File: src/rtl/acpi_pm_evt.sv
module acpi_pm_evt #(
  parameter int TMR_W = 24
) (
  input  logic        clk,
  input  logic        rst_n,
  input  logic        tick,
  input  logic        wr_en,
  input  logic        size32,
  input  logic [5:0]  addr,
  input  logic [15:0] wdata,
  output logic [31:0] rdata,
  input  logic        apm_wr,
  input  logic [7:0]  apm_cmd,
  input  logic        pwrbtn_evt,
  input  logic        rtc_evt,
  input  logic        glbl_evt,
  output logic        sci,
  output logic        soft_off_req,
  output logic        reset_req
);

  localparam int          TOP      = TMR_W - 1;
  localparam logic [15:0] SCI_MASK = 16'h0521;
  localparam logic [15:0] STS_MASK = 16'h8521;
  localparam logic [15:0] SLP_EN   = 16'h2000;

  logic [TMR_W-1:0] cnt_r;
  logic             arm_r;
  logic [15:0]      sts_r, en_r, ctl_r;
  logic [15:0]      set_v, clr_v;
  logic             soft_r, rst_r;

  wire wr16    = wr_en && !size32;
  wire wr_sts  = wr16 && addr == 6'h00;
  wire wr_en_r = wr16 && addr == 6'h02;
  wire wr_ctl  = wr16 && addr == 6'h04;
  wire slp_go  = wr_ctl && wdata[13];
  wire slp0    = slp_go && wdata[12:10] == 3'd0;
  wire slp1    = slp_go && wdata[12:10] == 3'd1;
  wire tmr_clr = wr_sts && wdata[0] && sts_r[0];
  wire tmr_hit = (cnt_r[TOP] != arm_r) && !tmr_clr;

  assign clr_v = wr_sts ? wdata : 16'h0000;

  always_comb begin
    set_v     = '0;
    set_v[0]  = tmr_hit;
    set_v[5]  = glbl_evt;
    set_v[8]  = (pwrbtn_evt && en_r[8]) || slp1;
    set_v[10] = rtc_evt;
    set_v[15] = slp1;
  end

  always_ff @(posedge clk) begin
    if (!rst_n) begin
      cnt_r  <= '0;
      arm_r  <= 1'b0;
      sts_r  <= '0;
      en_r   <= '0;
      ctl_r  <= '0;
      soft_r <= 1'b0;
      rst_r  <= 1'b0;
    end else begin
      if (tick) cnt_r <= cnt_r + 1'b1;
      if (tmr_clr) arm_r <= cnt_r[TOP];
      sts_r <= ((sts_r & ~clr_v) | set_v) & STS_MASK;
      if (wr_en_r) en_r <= wdata;
      if (apm_wr && apm_cmd == 8'hF1)      ctl_r <= (wr_ctl ? (wdata & ~SLP_EN) : ctl_r) | 16'h0001;
      else if (apm_wr && apm_cmd == 8'hF0) ctl_r <= (wr_ctl ? (wdata & ~SLP_EN) : ctl_r) & 16'hFFFE;
      else if (wr_ctl)                     ctl_r <= wdata & ~SLP_EN;
      soft_r <= slp0;
      rst_r  <= slp1;
    end
  end

  always_comb begin
    rdata = '0;
    if (size32) begin
      if (addr == 6'h08) rdata[TMR_W-1:0] = cnt_r;
    end else begin
      case (addr)
        6'h00:   rdata[15:0] = sts_r;
        6'h02:   rdata[15:0] = en_r;
        6'h04:   rdata[15:0] = ctl_r;
        default: rdata = '0;
      endcase
    end
  end

  assign sci          = |(sts_r & en_r & SCI_MASK);
  assign soft_off_req = soft_r;
  assign reset_req    = rst_r;

endmodule

File: config.mk
export PLATFORM = sky130hd
export DESIGN_NAME = acpi_pm_evt
export DESIGN_NICKNAME = d
export VERILOG_FILES = /design/src/rtl/acpi_pm_evt.sv
export SDC_FILE = /design/constraint.sdc
export NUM_CORES = 1
export LEC_CHECK = 0
export BUFFER_PORTS_ARGS = -buffer_cell sky130_fd_sc_hd__buf_2
export CORE_ASPECT_RATIO = 0.9
export CORE_MARGIN = 5
export CORE_UTILIZATION = 57
export DETAILED_ROUTE_END_ITERATION = 12
export HOLD_SLACK_MARGIN = 0.1
export PLACE_DENSITY = 0.84
export SLEW_MARGIN = 20
export SYNTH_ARGS = -nofsm -noshare
export SYNTH_HDL_FRONTEND = slang
export SYNTH_SLANG_ARGS = --single-unit
File: constraint.sdc
create_clock -name clk -period 4.4 [get_ports clk]
set_input_delay 0.44 -clock clk [delete_from_list [all_inputs] [get_ports clk]]
set_output_delay 0.44 -clock clk [all_outputs]
set_load 0.02 [all_outputs]
==> results.json, run 1 <==
{
  "outcome": "finished, final reports clean",
  "cts_resized": 0,
  "drive_gt1_frac": 0.218,
  "reg2reg_slack_ns": 2.49,
  "async_reset_ff_frac": 0,
  "final_core_util": 0.672,
  "p_int_mw": 0.933,
  "ioPinCount": 74,
  "detail_route.wl_per_cell_um": 15.6,
  "drt_pass1_iterations": 5,
  "dpl.hpwl_um": 5200,
  "fmax_mhz": 352,
  "postCtsHoldBufs": 0,
  "fin_skew_ns": 0.00751,
  "start_kind": "input port",
  "pwr-share-seq": 0.486,
  "hold_viol_final": 0,
  "path_clk_slew_ns": 0.07,
  "setup_viol": 0,
  "setup.worst_path.end_class": "output pin",
  "rsz0062_at_grt": "false",
  "die-height_um": 79.3,
  "worst_ep_required_time_ns": 3.96,
  "clockPowerShare": 0.464,
  "vdd_drop_max_uv": 210,
  "synth.avg_cell_area_um2": 8.43,
  "tightest_slew_ns": 0.914,
  "num_vias": 2803,
  "grt_pass1_vias": 2747,
  "combPwrFrac": 0.049,
  "reg2reg_from": "cnt_r[3]",
  "switching_power_mw": 0.256,
  "numPortBuffers": 65,
  "grt_antenna_before_repair": 0,
  "fill_cells": 442,
  "drv_slew": 0,
  "pre_cts_slack_ns": 1.56,
  "drt-initial-drc-count": 239,
  "grt.overflow.total": 0,
  "syn_inst": 361,
  "placed_area_um2": 3280,
  "hold_end": "sts_r[5]",
  "min_from": "wdata[5]",
  "worst_slack_ns": 1.56,
  "finalWirelength_um": 7560,
  "cts_root_buf": "clkbuf_8",
  "min_path_type": "input port to flip-flop",
  "synth_seq_area_share": 0.415,
  "max-cap-violations": 0,
  "viasPerCell": 5.79,
  "ys_types": 42,
  "synth_warnings": 0,
  "synthTopCellsByCount": "63 x dfxtp_1, 47 x nand2_1, 32 x o21ai_0, 29 x nor2_1, 25 x nand3_1",
  "min_path_cells": 2,
  "synthFlopType": "dfxtp_1",
  "netlist.area_leader.share": 0.415,
  "cts-htree-levels": 3,
  "grt_use_total": 0.230,
  "reg2reg_to": "cnt_r[18]",
  "p_leak_nw": 1.61,
  "antenna_left": 0,
  "synth_area_leaders": "dfxtp_1 41%, mux2i_1 7.2%, nand2_1 5.8%, o21ai_0 5.3%, a22oi_1 4.2%",
  "numCtsBuffers": 9,
  "row_count": 25,
  "synth_seq_cells": 63,
  "grt_start_max_net_pins": 43,
  "drc": 0,
  "grt_first_pass_wirelength_um": 12600,
  "reg2regPathDepth": 4,
  "insertion_delay_ns": 0.34,
  "period_share": 0.645,
  "path_class": "input port to output pin",
  "synth-edff-count": 0,
  "synth_largest_area_cell": "dfxtp_1",
  "power.share.switching": 0.215,
  "dp.cells": 468,
  "die_w_um": 87,
  "layout_min_cycle_time_ns": 2.84,
  "num_antenna_cells": 0,
  "power_density_nw_per_um2": 339,
  "cts_tree": "built",
  "cp_max_fo": 24,
  "areaGrowthSynthToFinish_pct": 15.4,
  "initial_core_util": 0.582,
  "cts_buffer_depth": 2,
  "arrival_ns": 2.40,
  "clkSinkCount": 63,
  "fin_cells": 484,
  "die-area_um2": 6900,
  "total_power_mw": 1.19,
  "synthesis.area_um2": 3040,
  "fin_hold_ws_ns": 0.328,
  "yosysMostFrequentCell": "dfxtp_1",
  "place.gp.congestion": 0.813,
  "nNetsFinal": 452,
  "final_area_um2": 3510,
  "cts_setup_buffers": 0,
  "fin_setup_tns_ns": 0,
  "core_um2": 5220,
  "max_slew_margin": 0.390
}
-- cells in the final DEF, fill, tap and decap left out, drive strengths merged, types with 2 or more instances in the layout --
cell type  synthesis  final
and3               5      5
or3                7      7
o31ai              3      3
xor2              10     10
o21ai             33     33
dfxtp             63     63
nand3             25     25
nand2             47     47
and4               6      6
a21oi             13     13
a31oi              2      2
inv                4      4
xnor2              3      3
conb               1      8
buf               19     66
a22oi             17     17
nor2              29     29
or4                5      5
nand4             11     11
nor3               3      3
and2              11     11
clkbuf            14     14
mux2i             22     22
-- worst max-delay path, cell delays in order --
cell and delay (ns):
buf_2 0.18, nor4_2 0.38, and4b_1 0.86, a22oi_1 0.21, o21ai_0 0.13, buf_2 0.19
-- registers in the layout, summed over array words and instances (netlist names) --
signal,cells
arm_r,1
soft_off_req,1
en_r,16
cnt_r,24
sts_r,5
ctl_r,15
reset_req,1
-- power groups by stage --
stage	clock, mW	sequential (mW)	combinational [mW]
after floorplan	0	0.590	0.0383
after CTS	0.562	0.578	0.0579
after global routing	0.587	0.578	0.0652
final	0.552	0.578	0.0587
after global placement	0	0.591	0.0560
after detailed placement	0	0.591	0.0575
-- layer usage --
| layer | vias to the layer above | track usage | wire length (µm) |
|---|---|---|---|
| li1 | 1358 | - | - |
| met1 | 1326 | 0.278 | 3180 |
| met2 | 111 | 0.388 | 3730 |
| met3 | 8 | 0.0654 | 583 |
| met4 | 0 | 0.0763 | 57 |
| met5 | - | 0 | 0 |
-- how the worst max path moves through the flow --
stage | start | to | slack [ns] | cells past startpoint
3_5_place_dp | addr[2] | rdata[15] | 1.56 | 6
3_3_place_gp | addr[2] | rdata[8] | 1.70 | 6
4_1_cts | addr[2] | rdata[8] | 1.58 | 6
6_report | addr[2] | rdata[8] | 1.56 | 6
2_1_floorplan | addr[2] | rdata[15] | 2.19 | 7
5_1_grt | addr[2] | rdata[8] | 1.39 | 6
-- cell type report --
| cell class | count | area (µm²) | share of cell area |
|---|---|---|---|
| inverter | 4 | 15.0 | 0.00428 |
| multi-input combinational | 268 | 1590 | 0.453 |
| clock buffer | 14 | 193 | 0.0549 |
| clock inverter | 2 | 35.0 | 0.00998 |
| tap | 67 | 83.8 | 0.0239 |
| sequential | 63 | 1260 | 0.359 |
| timing repair buffer | 66 | 333 | 0.0948 |
-- logic make-up after synthesis --
logic type,share of synthesized area
buffers and inverters,0.0716
other,0.00123
muxes,0.0724
and+or+nand+nor,0.260
AOI/OAI and AO/OA,0.138
xor gates and xnor gates,0.0374
DFF,0.415
adders and majority gates,0.00411
No activity file was read; power rests on OpenSTA's default activity.
==> inputs of run 2 (changes only) <==
--- a/config.mk
+++ b/config.mk
@@ -8,10 +8,10 @@
 export BUFFER_PORTS_ARGS = -buffer_cell sky130_fd_sc_hd__buf_2
 export CORE_ASPECT_RATIO = 0.9
 export CORE_MARGIN = 5
-export CORE_UTILIZATION = 57
+export CORE_UTILIZATION = 48
 export DETAILED_ROUTE_END_ITERATION = 12
 export HOLD_SLACK_MARGIN = 0.1
-export PLACE_DENSITY = 0.84
+export PLACE_DENSITY = 0.76
 export SLEW_MARGIN = 20
 export SYNTH_ARGS = -nofsm -noshare
 export SYNTH_HDL_FRONTEND = slang
==> constraint.sdc (replaced) <==
create_clock -name clk -period 2.3 [get_ports clk]
set_input_delay 0.23 -clock clk [delete_from_list [all_inputs] [get_ports clk]]
set_output_delay 0.23 -clock clk [all_outputs]
set_load 0.02 [all_outputs]
==> run 2 against run 1 <==
Compared with the run above:
- core utilization is 8.9 points lower
- via count rose by 0.61%
- die area is 16% higher
- worst setup slack worse by 1.3 ns
- critical path depth up 1
- total power increased by 82%
- final cell count rose by 6.4%
- final area up 2.1%
- register-to-register slack got worse by 2.0 ns
- clock skew shrank 0.0025 ns
- first-iteration DRC count is 28% lower
- count of clock-buffer cells in the layout is 2 lower
- largest power group unchanged
==> results.json, run 2 (synthesized netlist as in run 1, its figures left out) <==
{
  "largestRegisters": "cnt_r x24, en_r x16, ctl_r x15",
  "die_w_um": 93.9,
  "grt_use_total": 0.203,
  "hold_viol_final": 0,
  "antenna_left": 0,
  "outcome": "finished, final reports clean",
  "rsz0062_at_grt": "false",
  "crit_slowest_cell": "nor4_2",
  "detail_route.wl_per_cell_um": 15.2,
  "drv_slew": 0,
  "clkSinkCount": 63,
  "path_class": "input port to output pin",
  "min_path_cells": 2,
  "cts_tree": "built",
  "fin_skew_ns": 0.00497,
  "grt_antenna_before_repair": 0,
  "setup.worst_path.end_class": "output pin",
  "path_cells": "buf_2 > nor4_2 > and4b_1 > buf_4 > a22oi_1 > o21ai_1 > buf_2",
  "worst_ep_required_time_ns": 2.07,
  "reg2reg_to": "cnt_r[17]",
  "arrival_ns": 1.78,
  "tightest_slew_ns": 0.509,
  "reg2reg_from": "cnt_r[4]",
  "path_clk_slew_ns": 0.06,
  "clockPowerShare": 0.433,
  "p_int_mw": 1.67,
  "numPortBuffers": 65,
  "drive_gt1_frac": 0.227,
  "reg2regPathDepth": 4,
  "start_kind": "input port",
  "largest_reg_flops": 24,
  "insertion_delay_ns": 0.34,
  "numCtsBuffers": 9,
  "drt-initial-drc-count": 173,
  "period_share": 0.874,
  "nNetsFinal": 463,
  "placed_area_um2": 3370,
  "die-area_um2": 8030,
  "p_leak_nw": 1.64,
  "vdd_drop_max_uv": 401,
  "power.share.switching": 0.228,
  "hold_end": "sts_r[8]",
  "cts_resized": 0,
  "row_count": 27,
  "pwr-share-seq": 0.512,
  "dpl.hpwl_um": 5480,
  "min_path_type": "input port to flip-flop",
  "total_power_mw": 2.16,
  "setup_viol": 0,
  "fin_setup_tns_ns": 0,
  "min_from": "pwrbtn_evt",
  "layout_min_cycle_time_ns": 2.01,
  "grt_first_pass_wirelength_um": 12800,
  "power_density_nw_per_um2": 603,
  "cp_common_cell": "buf_2",
  "initial_core_util": 0.495,
  "ioPinCount": 74,
  "slowest_delay_ns": 0.38,
  "cts_root_buf": "clkbuf_8",
  "top_register": "cnt_r",
  "switching_power_mw": 0.492,
  "finalWirelength_um": 7840,
  "drc": 0,
  "max-cap-violations": 0,
  "die-height_um": 85.5,
  "grt_start_max_net_pins": 35,
  "final_area_um2": 3580,
  "num_antenna_cells": 0,
  "final_cell_mix": "65 x buf_2, 63 x dfxtp_1, 47 x nand2_1",
  "max_slew_margin": 0.661,
  "areaGrowthSynthToFinish_pct": 17.9,
  "core_um2": 6150,
  "place.gp.congestion": 0.778,
  "combPwrFrac": 0.055,
  "grt.overflow.total": 0,
  "cts-htree-levels": 3,
  "drt_pass1_iterations": 4,
  "grt_pass1_vias": 2767,
  "num_vias": 2820,
  "viasPerCell": 5.48,
  "final_common_cell": "buf_2",
  "cp_max_fo": 24,
  "fmax_mhz": 497,
  "cts_buffer_depth": 2,
  "reg2reg_slack_ns": 0.47
}
[run 2: critical path, delay by kind of cell]
kind,cells,cell delay (ns)
buffers and inverters,3,0.66
AND/OR/NAND/NOR,2,0.62
AO/OA/AOI/OAI,2,0.26
[run 2: final cells by class]
type / instances / area [µm²]
sequential: 63 / 1260
inverter: 4 / 15.0
clock buffer: 12 / 145
clock inverter: 4 / 45.0
tap: 87 / 109
fill: 582 / 2560
timing repair buffer: 77 / 420
multi-input combinational: 268 / 1590
[run 2: power groups by stage]
stage | Sequential, mW | Combinational (mW) | Clock [mW]
5_1_grt | 1.11 | 0.132 | 1.00
3_5_place_dp | 1.13 | 0.115 | 0
4_1_cts | 1.11 | 0.118 | 0.956
6_report | 1.11 | 0.119 | 0.936
2_1_floorplan | 1.13 | 0.0732 | 0
3_3_place_gp | 1.13 | 0.112 | 0
[run 2: repair_timing]
action / CTS / global route
hold endpoints to repair: 2 / 0
hold buffers: 2 / 0
setup buffers: 0 / 0
[run 2: worst max path at each step]
stage	startpoint	endpoint	slack (ns)	cells past startpoint
after global routing	addr[2]	rdata[8]	0.22	7
after detailed placement	addr[2]	rdata[15]	0.33	7
final	addr[2]	rdata[15]	0.29	7
after CTS	addr[2]	rdata[15]	0.32	7
after global placement	addr[2]	rdata[8]	0.42	7
after floorplan	addr[2]	rdata[15]	0.51	7
[run 2: through the flow]
step | utilization | worst slack, ns | hold WS (ns) | cells
final | 0.583 | 0.290 | 0.127 | 515
after global routing | 0.583 | 0.222 | 0.123 | 515
after CTS | 0.583 | 0.320 | 0.116 | 515
after detailed placement | 0.549 | 0.332 | 0.457 | 497
after global placement | 0.549 | 0.417 | 0.447 | 497
after floorplan | - | 0.510 | 0.306 | 368
[run 2: metal layers]
layer | GRT usage | wire (µm) | up-vias
li1 | - | - | 1381
met1 | 0.242 | 3390 | 1337
met2 | 0.347 | 3830 | 93
met3 | 0.0693 | 539 | 9
met4 | 0.0551 | 76 | 0
met5 | 0 | 0 | -
